## src/rtl/uart_os_rx.sv

```systemverilog
module uart_os_rx #(
  parameter int OVS   = 16,
  parameter int DEPTH = 4
) (
  input  logic       clk,
  input  logic       rst_n,
  input  logic       tick_16x,
  input  logic       rx_line,
  input  logic       cfg_load,
  input  logic [3:0] cfg_bits,
  input  logic [1:0] cfg_parity,
  input  logic       cfg_two_stop,
  input  logic       rd_en,
  output logic [8:0] rd_data,
  output logic       rd_perr,
  output logic       rd_ferr,
  output logic       data_avail,
  output logic       fifo_full,
  output logic       overrun
);
  localparam int CW = $clog2(OVS);
  localparam int AW = $clog2(DEPTH);
  localparam logic [CW-1:0] T_HALF = CW'(OVS / 2 - 1);
  localparam logic [CW-1:0] T_FULL = CW'(OVS - 1);

  typedef enum logic [2:0] {S_IDLE, S_START, S_DATA, S_PAR, S_STOP} st_t;

  logic [1:0]    sync;
  logic          rxs, rx_prev;
  logic [3:0]    n_bits;
  logic [1:0]    par_mode;
  logic          two_stop;
  st_t           state;
  logic [CW-1:0] tcnt;
  logic [3:0]    bcnt;
  logic [8:0]    shreg;
  logic          pbit, ferr_acc, done;

  always_ff @(posedge clk) begin
    if (!rst_n) sync <= 2'b11;
    else        sync <= {sync[0], rx_line};
  end
  assign rxs = sync[1];

  always_ff @(posedge clk) begin
    if (!rst_n) begin
      n_bits   <= 4'd8;
      par_mode <= 2'b00;
      two_stop <= 1'b0;
    end else if (cfg_load) begin
      n_bits   <= (cfg_bits < 4'd5) ? 4'd5 : (cfg_bits > 4'd9) ? 4'd9 : cfg_bits;
      par_mode <= cfg_parity;
      two_stop <= cfg_two_stop;
    end
  end

  wire par_on = (par_mode == 2'b01) || (par_mode == 2'b10);
  wire at_mid = (tcnt == T_FULL);

  always_ff @(posedge clk) begin
    if (!rst_n) begin
      state    <= S_IDLE;
      rx_prev  <= 1'b1;
      tcnt     <= '0;
      bcnt     <= '0;
      shreg    <= '0;
      pbit     <= 1'b0;
      ferr_acc <= 1'b0;
      done     <= 1'b0;
    end else begin
      done <= 1'b0;
      if (tick_16x) begin
        case (state)
          S_IDLE: begin
            rx_prev <= rxs;
            if (rx_prev && !rxs) begin
              state <= S_START;
              tcnt  <= '0;
            end
          end
          S_START: begin
            if (tcnt == T_HALF) begin
              tcnt <= '0;
              if (rxs) begin
                state   <= S_IDLE;
                rx_prev <= 1'b1;
              end else begin
                state    <= S_DATA;
                bcnt     <= '0;
                shreg    <= '0;
                ferr_acc <= 1'b0;
                pbit     <= 1'b0;
              end
            end else tcnt <= tcnt + 1'b1;
          end
          S_DATA: begin
            if (at_mid) begin
              tcnt  <= '0;
              shreg <= {rxs, shreg[8:1]};
              if (bcnt == n_bits - 4'd1) begin
                bcnt  <= '0;
                state <= par_on ? S_PAR : S_STOP;
              end else bcnt <= bcnt + 4'd1;
            end else tcnt <= tcnt + 1'b1;
          end
          S_PAR: begin
            if (at_mid) begin
              tcnt  <= '0;
              pbit  <= rxs;
              state <= S_STOP;
            end else tcnt <= tcnt + 1'b1;
          end
          S_STOP: begin
            if (at_mid) begin
              tcnt     <= '0;
              ferr_acc <= ferr_acc | ~rxs;
              if (two_stop && bcnt == 4'd0) bcnt <= 4'd1;
              else begin
                done    <= 1'b1;
                state   <= S_IDLE;
                rx_prev <= rxs;
              end
            end else tcnt <= tcnt + 1'b1;
          end
          default: state <= S_IDLE;
        endcase
      end
    end
  end

  wire [8:0] chr  = shreg >> (4'd9 - n_bits);
  wire       ones = (^chr) ^ pbit;
  wire       perr = par_on && ((par_mode == 2'b01) ? !ones : ones);

  logic [10:0] mem [DEPTH];
  logic [AW-1:0] wp, rp;
  logic [AW:0]   cnt;

  assign fifo_full  = (cnt == (AW+1)'(DEPTH));
  assign data_avail = (cnt != '0);
  wire push = done && !fifo_full;
  wire pop  = rd_en && data_avail;

  always_ff @(posedge clk) begin
    if (push) mem[wp] <= {ferr_acc, perr, chr};
  end

  always_ff @(posedge clk) begin
    if (!rst_n) begin
      wp      <= '0;
      rp      <= '0;
      cnt     <= '0;
      overrun <= 1'b0;
    end else begin
      if (push) wp <= wp + 1'b1;
      if (pop)  rp <= rp + 1'b1;
      cnt <= cnt + (AW+1)'(push) - (AW+1)'(pop);
      if (done && fifo_full) overrun <= 1'b1;
    end
  end

  assign {rd_ferr, rd_perr, rd_data} = mem[rp];

  AST_STATE_ON_TICK: assert property (@(posedge clk) disable iff (!rst_n)
    (state != $past(state)) |-> $past(tick_16x));
  AST_START_GLITCH: assert property (@(posedge clk) disable iff (!rst_n)
    (state == S_START && tick_16x && tcnt == T_HALF && rxs) |=> (state == S_IDLE && !done));
  AST_FIFO_BOUND: assert property (@(posedge clk) disable iff (!rst_n)
    cnt <= (AW+1)'(DEPTH));
  AST_EMPTY_READ: assert property (@(posedge clk) disable iff (!rst_n)
    (rd_en && !data_avail && !done) |=> !data_avail);
  AST_FULL_DISCARD: assert property (@(posedge clk) disable iff (!rst_n)
    (done && fifo_full && !rd_en) |=> (fifo_full && overrun));
  AST_OVERRUN_STICKY: assert property (@(posedge clk) disable iff (!rst_n)
    overrun |=> overrun);
endmodule

```

## config.mk

```make
export PLATFORM = sky130hd
export DESIGN_NAME = uart_os_rx
export DESIGN_NICKNAME = d
export VERILOG_FILES = /design/src/rtl/uart_os_rx.sv
export SDC_FILE = /design/constraint.sdc
export NUM_CORES = 1
export LEC_CHECK = 0
export ABC_AREA = 1
export ABC_CLOCK_PERIOD_IN_PS = 2800
export BUFFER_PORTS_ARGS = -buffer_cell sky130_fd_sc_hd__buf_2
export CORE_AREA = 2 2 92 94
export DETAILED_ROUTE_END_ITERATION = 6
export DIE_AREA = 0 0 94 96
export GPL_TIMING_DRIVEN = 0
export MAX_ROUTING_LAYER = met4
export PLACE_DENSITY = 0.7
export SLEW_MARGIN = 15
export SYNTH_ARGS = -nofsm -noshare
export SYNTH_HDL_FRONTEND = slang
export SYNTH_SLANG_ARGS = --single-unit
export TNS_END_PERCENT = 10
```

## constraint.sdc

```tcl
create_clock -name clk -period 2.8 [get_ports clk]
set_input_delay 0.42 -clock clk [delete_from_list [all_inputs] [get_ports clk]]
set_output_delay 0.42 -clock clk [all_outputs]
set_load 0.05 [all_outputs]
```

# After elaboration in Yosys (flattened, before gate mapping)
# Memory sizes are Yosys's and may differ from the RTL's. A register that Yosys moved wholly into a read port is not among the register bits.
# Cells that the tools add are included.
# op_classes
eq_ne	20
n_addsub	8
muxes	44
bitwise_logic	3
shifts	1
order_cmp	2
n_reduce_logical	29
# op_table
operator	n
$mux 4	11
$mux 9	3
$mux 3	8
$pmux 4 s3	2
$ne 2x2->1 const B	10
$pmux 9 s2	1
$pmux 3 s5	1
$reduce_and 5->1	3
$mux 1	12
$reduce_bool 3->1	4
$reduce_xor 9->1	1
$shr 9x4->9	1
$add 4x1->4 const B	2
$reduce_and 8->1	1
$reduce_and 7->1	1
$eq 3x2->1 const B	2
$eq 3x3->1 const B	2
$logic_and 1x1->1	6
$mux 2	3
$reduce_and 6->1	1
$reduce_bool 2->1	3
$add 2x1->2 const B	2
$eq 4x3->1 const B	1
$eq 4x4->1	1
22 further kinds	25
# totals
out_inout_bits	14
mem_count	1
elab_cells	124
mem_bits_rw	44
reg_bits	41
# memory_table
name	words	word_bits	read_ports	rd_ports_with_merged_regs	wr	line_no	source
mem	4	11	1	1	1	135	logic [10:0] mem [DEPTH];

# Logic depth before layout (Yosys ltp)
# Gate-level depths: netlist of run 1.
# depth
depth_word	7
mapped_depth	17
mapped_depth_nobuf	16

# Worst setup path after synthesis of run 1
# OpenSTA, ideal clock, no wires.
# synth_timing
path_type	flip-flop to flip-flop
startpoint	register n_bits[1]
endpoint	memory mem[0][9], data pin
period_less_slack_ns	2.055
path_stages_with_launch	17
path_buffers	1
arrival_ns	1.875
slack_ns	0.745
setup_time_ns	0.179
path_cell_list	dfxtp_1 -> inv_2 -> ha_1 -> nand2_1 -> nand2_1 -> nor2_1 -> buf_2 -> nand3_1 -> nand2_1 -> nand2_1 -> nand2_1 -> nand2_1 -> nand2_1 -> nand2_1 -> nand2_1 -> nand2_1 -> a21oi_1
# synth_via
elab_chain_cells	7
# synth_lines
element	line_no	source
start: declaration	30	logic [3:0] n_bits;
start signal: assignment	51	n_bits <= (cfg_bits < 4'd5) ? 4'd5 : (cfg_bits > 4'd9) ? 4'd9 : cfg_bits;
$sub 4x4->4 (*)	131	wire [8:0] chr = shreg >> (4'd9 - n_bits);
$shr 9x4->9 (*)	131	
named net chr[2]	131	
$reduce_xor 9->1 (*)	132	wire ones = (^chr) ^ pbit;
$xor 1x1->1 (*)	132	
$logic_not 1->1	133	wire perr = par_on && ((par_mode == 2'b01) ? !ones : ones);
$mux 1 (*)	133	
$logic_and 1x1->1 (*)	133	
named net perr	133	
end: declaration	135	
# Mark *: on every way through the listed nets, which the timed path passes. The rest lies on a longest branch.

# Final worst setup path of run 1
# layout_timing
startpoint	register n_bits[1]
endpoint	memory mem[1][9], data pin
# The elaborated chain is that of the path after synthesis.

==> reports/metrics.csv, run 1 <==
metric;value;unit
CTS resizes;0;
io pins;27;
part of the cycle the worst path needs;87.6;%
data arrival time of the worst path;2.63;ns
Startpoint Class;flop;
routed via count;3480;
Worst Path Required;2.98;ns
max cap viols;0;
Mean Syn Cell Area;8.23;um2
Synth top area share;30.9;%
worst-path fanout max;11;
Slew Limit Fails;0;
input/output buffers;25;
Die Width;94;um
top cells by count, synth;nand2_1, nor2_1, inv_1;
vias per std cell;5.23;
DRT Wirelength;8690;um
Worst Skew;0.0137;ns
Hold-fix buffers, CTS;0;
clk root buf;clkbuf_8;
number of global-route vias before repair;3194;
gr ovfl total;0;
post-synth top area cell;edfxtp_1;
# setup viols final;0;
Post-synth ARST share;0;%
Final min period;2.45;ns
worst-skew pair later-pin latency;0.36;ns
Crit. End Element;flop;
postcts setup bufs;0;
WS Path Type;flop to flop;
Synth Instances;519;
Main synth FF type;edfxtp_1;
Diodes inserted;0;
count of yosys warnings during synthesis;0;
Final Hold Viols;0;
Core Footprint;8050;um2
Pre-antenna DRT Iters;4;
Pwr Total;3.87;mW
Pwr Density;820;nW/um2
fin util;58.7;%
worst rel slew slack;30.2;%
hold_ws;0.236;ns
share of cells above drive strength 1;12.1;%
first-pass GRT wire length;14500;um
Setup TNS;0;ns
initial antenna violation count;0;
most frequent cell after synthesis;nand2_1;
Hold Path Class;input port to flop;
clock buffer depth;2;
Yosys cell types;36;
register area share after synthesis;51.1;%
slew of the pin with the lowest slew margin;1.04;ns
RSZ-0062 raised after global routing;no;
met3 Use GR;4.54;%
CTS buffer count;9;
DRC viols;0;
Initial Utilization;53.1;%
Starting DRT DRC Count;152;
outcome;completed;
Syn Nets;545;
largest net degree at the start of global routing;17;
hpwl dp;6220;um
clock-pin transition on the worst setup and hold timing paths;0.09;ns
Max H-tree Level;3;
CTS sink cnt;87;
VDD IR-drop max;408;uV
met1 GRT Util;25.4;%
per-cell routed wire length;13.1;um
Leak;1.94;nW
nets@finish;581;
Routed Antenna Nets;0;
grt met2 use;37.0;%
Die ar.;9020;um2
gr busiest metal;met2;
area delta synth->final;10.6;%
Core Rows;33;
chip height;96;um
Synth area leaders;edfxtp_1, dfxtp_1, nand2_1;
FF+latch count, synth;87;
Max Fclk;408;MHz
Mapped Area;4270;um2
GP Congestion;0.900;
global-route usage over all layers;21.7;%
CTS tree;yes;
EDFF count, synth;44;
sequential cells by signal, summed over array words and instances (netlist names), 3 cells and up, named ones only:
register and count:
state 3, bcnt 4, tcnt 4, n_bits 4, cnt 3, shreg 9, mem 44
cells by family after synthesis:
logic type | after synthesis | share of synthesized area (%)
adders and majority gates | 13 | 3.98
AOI/OAI and AO/OA | 100 | 13.1
and+or+nand+nor | 228 | 23.0
DFF | 87 | 51.1
xor gates and xnor gates | 5 | 1.03
buffers and inverters | 86 | 7.88
layer usage:
layer | part of all wire [%] | routed length [um]
met1 | 43 | 3760
met2 | 49 | 4250
met3 | 5.9 | 513
met4 | 1.9 | 169
met5 | 0 | 0
final timing paths:
path | startpoint | to | slack [ns] | depth (start not counted)
max reg2reg | n_bits[1] | mem[1][9] | 0.35 | 15
min reg2reg | sync[0] | sync[1] | 0.43 | 1
max | n_bits[1] | mem[1][9] | 0.35 | 15
min | rx_line | sync[0] | 0.24 | 2
final cells by class:
class                   count  area [um2]
flip-flops and latches     87        2180
plain buffers              16        73.8
multi-input cells         346        1760
fillers                   754        3330
clock buffers              11         153
repair buffers             25         125
clock inverters             5        38.8
well taps                 105         131
inverters                  70         263
cells in the final DEF, fill, tap and decap left out, drive strengths merged, types with 4 or more instances in the layout:
master | synthesis | final
nand2 | 106 | 106
inv | 70 | 73
nor2 | 69 | 69
o21ai | 48 | 48
edfxtp | 44 | 44
dfxtp | 43 | 43
nand3 | 37 | 37
buf | 6 | 31
a21oi | 29 | 29
clkbuf | 10 | 21
o22ai | 13 | 13
ha | 12 | 12
nor3 | 6 | 6
nand4 | 4 | 4
a211oi | 4 | 4
stage by stage:
step	setup WS, ns	area [um2]	instances
floorplan	0.745	4270	519
global placement	0.351	4530	649
detailed placement	0.324	4530	649
CTS	0.283	4720	665
global route	0.00641	4720	665
finish	0.348	4720	665
report_power, final:
part	total (mW)	internal [mW]	leakage (nW)	switching, mW
registers	1.52	1.43	0.778	0.0874
clock network	0.846	0.384	0.0920	0.463
logic	1.51	0.430	1.07	1.08
total	3.87	2.24	1.94	1.63
worst max-delay path: stages (launching register included):
cell	delay, ns
dfxtp_1	0.34
inv_2	0.17
ha_1	0.20
inv_1	0.04
nand2_1	0.05
nand2_1	0.15
nor2_1	0.16
buf_2	0.22
nand3_1	0.10
nand3_1	0.23
nor2_1	0.07
nor2_1	0.11
nand3_1	0.10
nand2_1	0.07
nand2_1	0.06
a21oi_2	0.21
Note: power is estimated with default switching activity, not from simulation.
==> inputs of run 2 (changes only) <==
- CORE_AREA: 2 2 92 94 -> 2 2 134 136
- DIE_AREA: 0 0 94 96 -> 0 0 136 138
- GPL_ROUTABILITY_DRIVEN: default -> 1
- PLACE_DENSITY: 0.7 -> 0.38
==> run 2 against run 1 <==
Compared with the run above: via count shrank 0.89%; largest cell class unchanged; hold slack gained 0.017 ns; flip-flop and latch count is the same; critical path depth grew 2; critical endpoint is now mem[3][9]; final cell count grew 19%; total power grew 10%; routed wire length grew 20%; clock skew shrank 0.0047 ns; largest power group is now combinational logic.
==> reports/metrics.csv, run 2 (synthesized netlist as in run 1, its figures left out) <==
metric;value;unit
max reg flops;44;
post-place instance area;4680;um2
outcome;completed;
Starting DRT DRC Count;136;
clk root buf;clkbuf_16;
worst-path fanout max;11;
area delta synth->final;17.2;%
first-pass GRT wire length;17300;um
VDD IR-drop max;350;uV
part of the cycle the worst path needs;88.1;%
Worst Path Required;2.96;ns
CTS sink cnt;87;
Hold Path Class;input port to flop;
data arrival time of the worst path;2.63;ns
largest net degree at the start of global routing;17;
Core Footprint;17500;um2
CTS tree;yes;
Diodes inserted;0;
slew of the pin with the lowest slew margin;1.17;ns
share of cells above drive strength 1;13.0;%
io pins;27;
Largest regs;mem: 44 flops, shreg: 9 flops;
Hold Path Depth;2;
Initial Utilization;24.4;%
input/output buffers;25;
Die ar.;18800;um2
commonest non-fill, non-tap cell in the layout;nand2_1;
worst r2r path cells;17;
Max H-tree Level;3;
number of global-route vias before repair;3394;
Pwr Density;854;nW/um2
Crit. End Element;flop;
Worst R2R Start;n_bits[1];
Pre-antenna DRT Iters;4;
Worst Skew;0.00909;ns
Die Width;136;um
Setup TNS;0;ns
Worst Setup EP;mem[3][9];
most frequent cells in the layout;nand2_1, nor2_1, inv_1;
max cap viols;0;
Max Fclk;405;MHz
RSZ-0062 raised after global routing;no;
flop2flop setup slack;0.33;ns
postcts setup bufs;0;
largest reg by FF count;mem;
worst-skew pair later-pin latency;0.35;ns
WS Path Type;flop to flop;
Setup crit start;n_bits[1];
Startpoint Class;flop;
Final min period;2.47;ns
DRT Wirelength;10400;um
GP Congestion;0.846;
Leak;2.00;nW
DRC viols;0;
gr ovfl total;0;
per-cell routed wire length;13.2;um
clock-pin transition on the worst setup and hold timing paths;0.06;ns
chip height;138;um
Core Rows;49;
Final Hold Viols;0;
Final Cell Area;5010;um2
vias per std cell;4.37;
nets@finish;581;
reg2reg end;mem[3][9];
clock buffer depth;2;
Routed Antenna Nets;0;
Slew Limit Fails;0;
# setup viols final;0;
global-route usage over all layers;12.4;%
CTS buffer count;9;
routed via count;3449;
worst rel slew slack;21.4;%
hpwl dp;7490;um
initial antenna violation count;0;
-- run 2: cell count changes in the layout (fill, tap and decap cells not counted), moves of 2 or more --
cell / previous run / this run
nor2_1: 63 / 60
nor2_2: 4 / 7
clkinv_4: 0 / 2
clkbuf_16: 1 / 9
clkbuf_8: 9 / 0
clkinvlp_4: 2 / 0
-- run 2: area by class of cell --
| class | instances | area, um2 |
|---|---|---|
| clock buffers | 9 | 225 |
| multi-input cells | 346 | 1770 |
| inverters | 70 | 263 |
| repair buffers | 25 | 125 |
| fillers | 1935 | 12500 |
| flip-flops and latches | 87 | 2180 |
| well taps | 229 | 287 |
| plain buffers | 16 | 76.3 |
| clock inverters | 7 | 77.6 |
-- run 2: worst max-delay path: stages (launching register included) --
cell and delay [ns]:
dfxtp_1 0.33, inv_2 0.18, ha_1 0.20, inv_1 0.05
nand2_1 0.05, nand2_1 0.14, nor2_1 0.16, clkbuf_4 0.22
nand3_1 0.15, nand2_2 0.14, nand2_1 0.07, nand2_1 0.06
nand2_1 0.06, nand2_1 0.05, nand2_1 0.06, nand2_1 0.07
nand2_1 0.06, a21oi_2 0.24
-- run 2: timing repair --
item	CTS	global route
hold buffers	0	0
resized for setup	0	4
endpoints found under the setup margin	0	4
-- run 2: worst min-delay path by stage --
| stage | startpoint | to |
|---|---|---|
| final | rx_line | sync[0] |
| after global routing | rx_line | sync[0] |
| after CTS | rx_line | sync[0] |
| after detailed placement | sync[0] | sync[1] |
| after global placement | sync[0] | sync[1] |
| after floorplan | sync[0] | sync[1] |
-- run 2: power by group --
group | internal, mW | total, mW | switching (mW) | leakage [nW]
combinational | 0.429 | 1.53 | 1.10 | 1.07
sequential | 1.43 | 1.52 | 0.0874 | 0.778
clock | 0.701 | 1.22 | 0.524 | 0.148
total | 2.56 | 4.27 | 1.71 | 2.00
-- run 2: per-stage QoR --
| stage | worst slack [ns] | power (mW) | utilization, % | instances | hold WS [ns] |
|---|---|---|---|---|---|
| after floorplan | 0.745 | 2.72 | - | 519 | 0.393 |
| after global placement | 0.136 | 3.09 | 26.7 | 773 | 0.396 |
| after detailed placement | 0.0869 | 3.09 | 26.7 | 773 | 0.408 |
| after CTS | 0.0763 | 4.34 | 28.4 | 789 | 0.236 |
| after global routing | 0.0199 | 4.61 | 28.6 | 789 | 0.241 |
| final | 0.332 | 4.27 | 28.6 | 789 | 0.253 |
-- run 2: per-layer routing --
layer	share of wire (%)	vias up	GRT usage, %
met2	50	69	20.3
li1	-	1794	-
met4	1.5	0	3.78
met1	44	1576	14.4
met5	0	-	-
met3	4.5	10	3.74
==> inputs of run 3 (changes only) <==
- ABC_AREA: 1 -> default
- CORE_AREA: 2 2 134 136 -> 2 2 135 137
- DIE_AREA: 0 0 136 138 -> 0 0 137 139
==> run 3 against run 2 <==
Compared with the run above: cell area grew 0.80%; highest routed layer unchanged; non-clock buffer count up 1; clock-buffer cell count unchanged; clock skew down 0.0062 ns; total power is 25% lower; synthesized area is 0.44% higher; core utilization barely moved; flip-flop and latch count unchanged; critical endpoint unchanged; hold slack improved by 0.0065 ns; sequential power fell by 7%; largest cell class unchanged.
==> reports/metrics.csv, run 3 <==
metric;value;unit
io pins;27;
Max H-tree Level;3;
max cap viols;0;
Pre-antenna DRT Iters;4;
Core Footprint;17700;um2
Syn Nets;401;
slew of the pin with the lowest slew margin;0.752;ns
most frequent cell after synthesis;edfxtp_1;
Die ar.;19000;um2
data arrival time of the worst path;2.68;ns
multiplexer area fraction after synthesis;13.3;%
post-synth top area cell;edfxtp_1;
Core Rows;49;
Worst R2R Start;n_bits[0];
largest net degree at the start of global routing;18;
Synth area leaders;edfxtp_1, dfxtp_1, mux4_2;
GP Congestion;0.775;
Setup TNS;0;ns
fin util;28.6;%
commonest non-fill, non-tap cell in the layout;edfxtp_1;
Post-synth ARST share;0;%
count of yosys warnings during synthesis;0;
EDFF count, synth;44;
WS Path Type;flop to flop;
Synth top area share;30.8;%
Synth Area in XOR/XNOR;5.34;%
part of the cycle the worst path needs;92.5;%
Synth Instances;375;
Diodes inserted;0;
Hold-fix buffers, CTS;0;
CTS tree;yes;
Routed Antenna Nets;0;
fin cells;644;
largest reg by FF count;mem;
RSZ-0062 raised after global routing;no;
main combinational cell family by area after synthesis;simple AND/OR/NAND/NOR gates;
reg2reg end;mem[3][9];
worst-skew pair later-pin latency;0.34;ns
clock-pin transition on the worst setup and hold timing paths;0.07;ns
Leak;1.78;nW
DP Cell Count;629;
Slew Limit Fails;0;
Worst Path Required;2.89;ns
CTS buffer count;9;
clk root buf;clkbuf_16;
Synth Area in Adders;3.97;%
hold_ws;0.260;ns
gr ovfl total;0;
outcome;completed;
Final Cell Area;5050;um2
most frequent cells in the layout;edfxtp_1, dfxtp_1, nor2_1;
VDD IR-drop max;285;uV
post-synthesis compound-gate area fraction;8.40;%
routed via count;2911;
post-place instance area;4700;um2
max reg flops;44;
flop2flop setup slack;0.21;ns
top cells by count, synth;edfxtp_1, dfxtp_1, nor2_1;
Max Fclk;386;MHz
nets@finish;436;
DRT Wirelength;9810;um
clock buffer depth;2;
Starting DRT DRC Count;153;
Largest regs;mem: 44 flops, shreg: 9 flops;
FF+latch count, synth;87;
first-pass GRT wire length;16200;um
worst rel slew slack;49.8;%
Final min period;2.59;ns
Die Width;137;um
final setup margin;0.209;ns
vias per std cell;4.52;
worst r2r path cells;7;
Initial Utilization;24.3;%
minimum setup slack after placement;-0.282;ns
Hold Path Class;input port to flop;
Pwr Total;3.22;mW
Pwr Density;638;nW/um2
initial antenna violation count;0;
Crit. End Element;flop;
Worst Setup EP;mem[3][9];
Main synth FF type;edfxtp_1;
number of global-route vias before repair;2938;
area delta synth->final;17.6;%
Final Hold Viols;0;
CTS sink cnt;87;
share of cells above drive strength 1;18.1;%
global-route usage over all layers;11.3;%
input/output buffers;25;
Setup crit start;n_bits[0];
register area share after synthesis;50.9;%
Mapped Area;4290;um2
DRC viols;0;
Yosys cell types;56;
per-cell routed wire length;15.2;um
Startpoint Class;flop;
# setup viols final;0;
Mean Syn Cell Area;11.4;um2
hpwl dp;6990;um
worst-path fanout max;10;
chip height;139;um
Worst Skew;0.00291;ns
Synth Area in Simple Gates;14.7;%
run 3: cell types whose count changed after synthesis, sizes merged, moves of 12 or more:
| cell | change |
|---|---|
| inv | -54 |
| mux2i | +16 |
| mux4 | +17 |
| nand2 | -75 |
| nand3 | -24 |
| nor2 | -34 |
| o21ai | -38 |
| o22ai | -12 |
| xnor2 | +13 |
run 3: routing by layer:
metal	track usage [%]	up-vias	share of wire [%]
li1	-	1437	-
met1	15.2	1404	49
met2	16.7	55	46
met3	2.96	15	3.2
met4	3.58	0	1.8
met5	-	-	0
run 3: logic make-up (layout without fill, tap and decap cells):
kind of cell / count (synthesis) / count (layout)
and+or+nand+nor: 126 / 126
DFF: 87 / 87
AOI/OAI and AO/OA: 57 / 57
muxes: 35 / 35
buffers and inverters: 34 / 74
xor gates and xnor gates: 23 / 23
adders and majority gates: 13 / 13
run 3: area by class of cell:
class	count	area (um2)
plain buffers	17	86.3
clock buffers	9	225
clock inverters	7	83.8
fillers	1850	12600
inverters	16	60.1
multi-input cells	254	2000
flip-flops and latches	87	2180
well taps	229	287
repair buffers	25	125
run 3: critical path, cell delays in order, from the launching register on:
cell and delay (ns):
dfxtp_1 0.33, buf_6 0.17, mux2i_1 0.34, xor2_1 0.10
mux4_2 0.51, nor2_1 0.13, xnor3_1 0.42, mux2_4 0.34
run 3: worst min-delay path by stage:
stage               startpoint      end  slack, ns  depth (start not counted)
floorplan              sync[0]  sync[1]       0.39                          1
global placement       sync[0]  sync[1]       0.39                          1
detailed placement     sync[0]  sync[1]       0.40                          1
CTS                    rx_line  sync[0]       0.25                          2
global route           rx_line  sync[0]       0.25                          2
finish                 rx_line  sync[0]       0.26                          2
run 3: power breakdown:
part	internal (mW)	switching [mW]	leakage, nW
Combinational	0.211	0.347	0.884
Sequential	1.37	0.0348	0.744
Clock	0.711	0.544	0.149
Total	2.29	0.926	1.78
run 3: timing repair:
item	CTS	global route
setup endpoints to repair	4	17
hold endpoints to repair	0	0
pin swaps	0	0
resized for setup	2	6
gates cloned	0	0
setup buffers	0	0
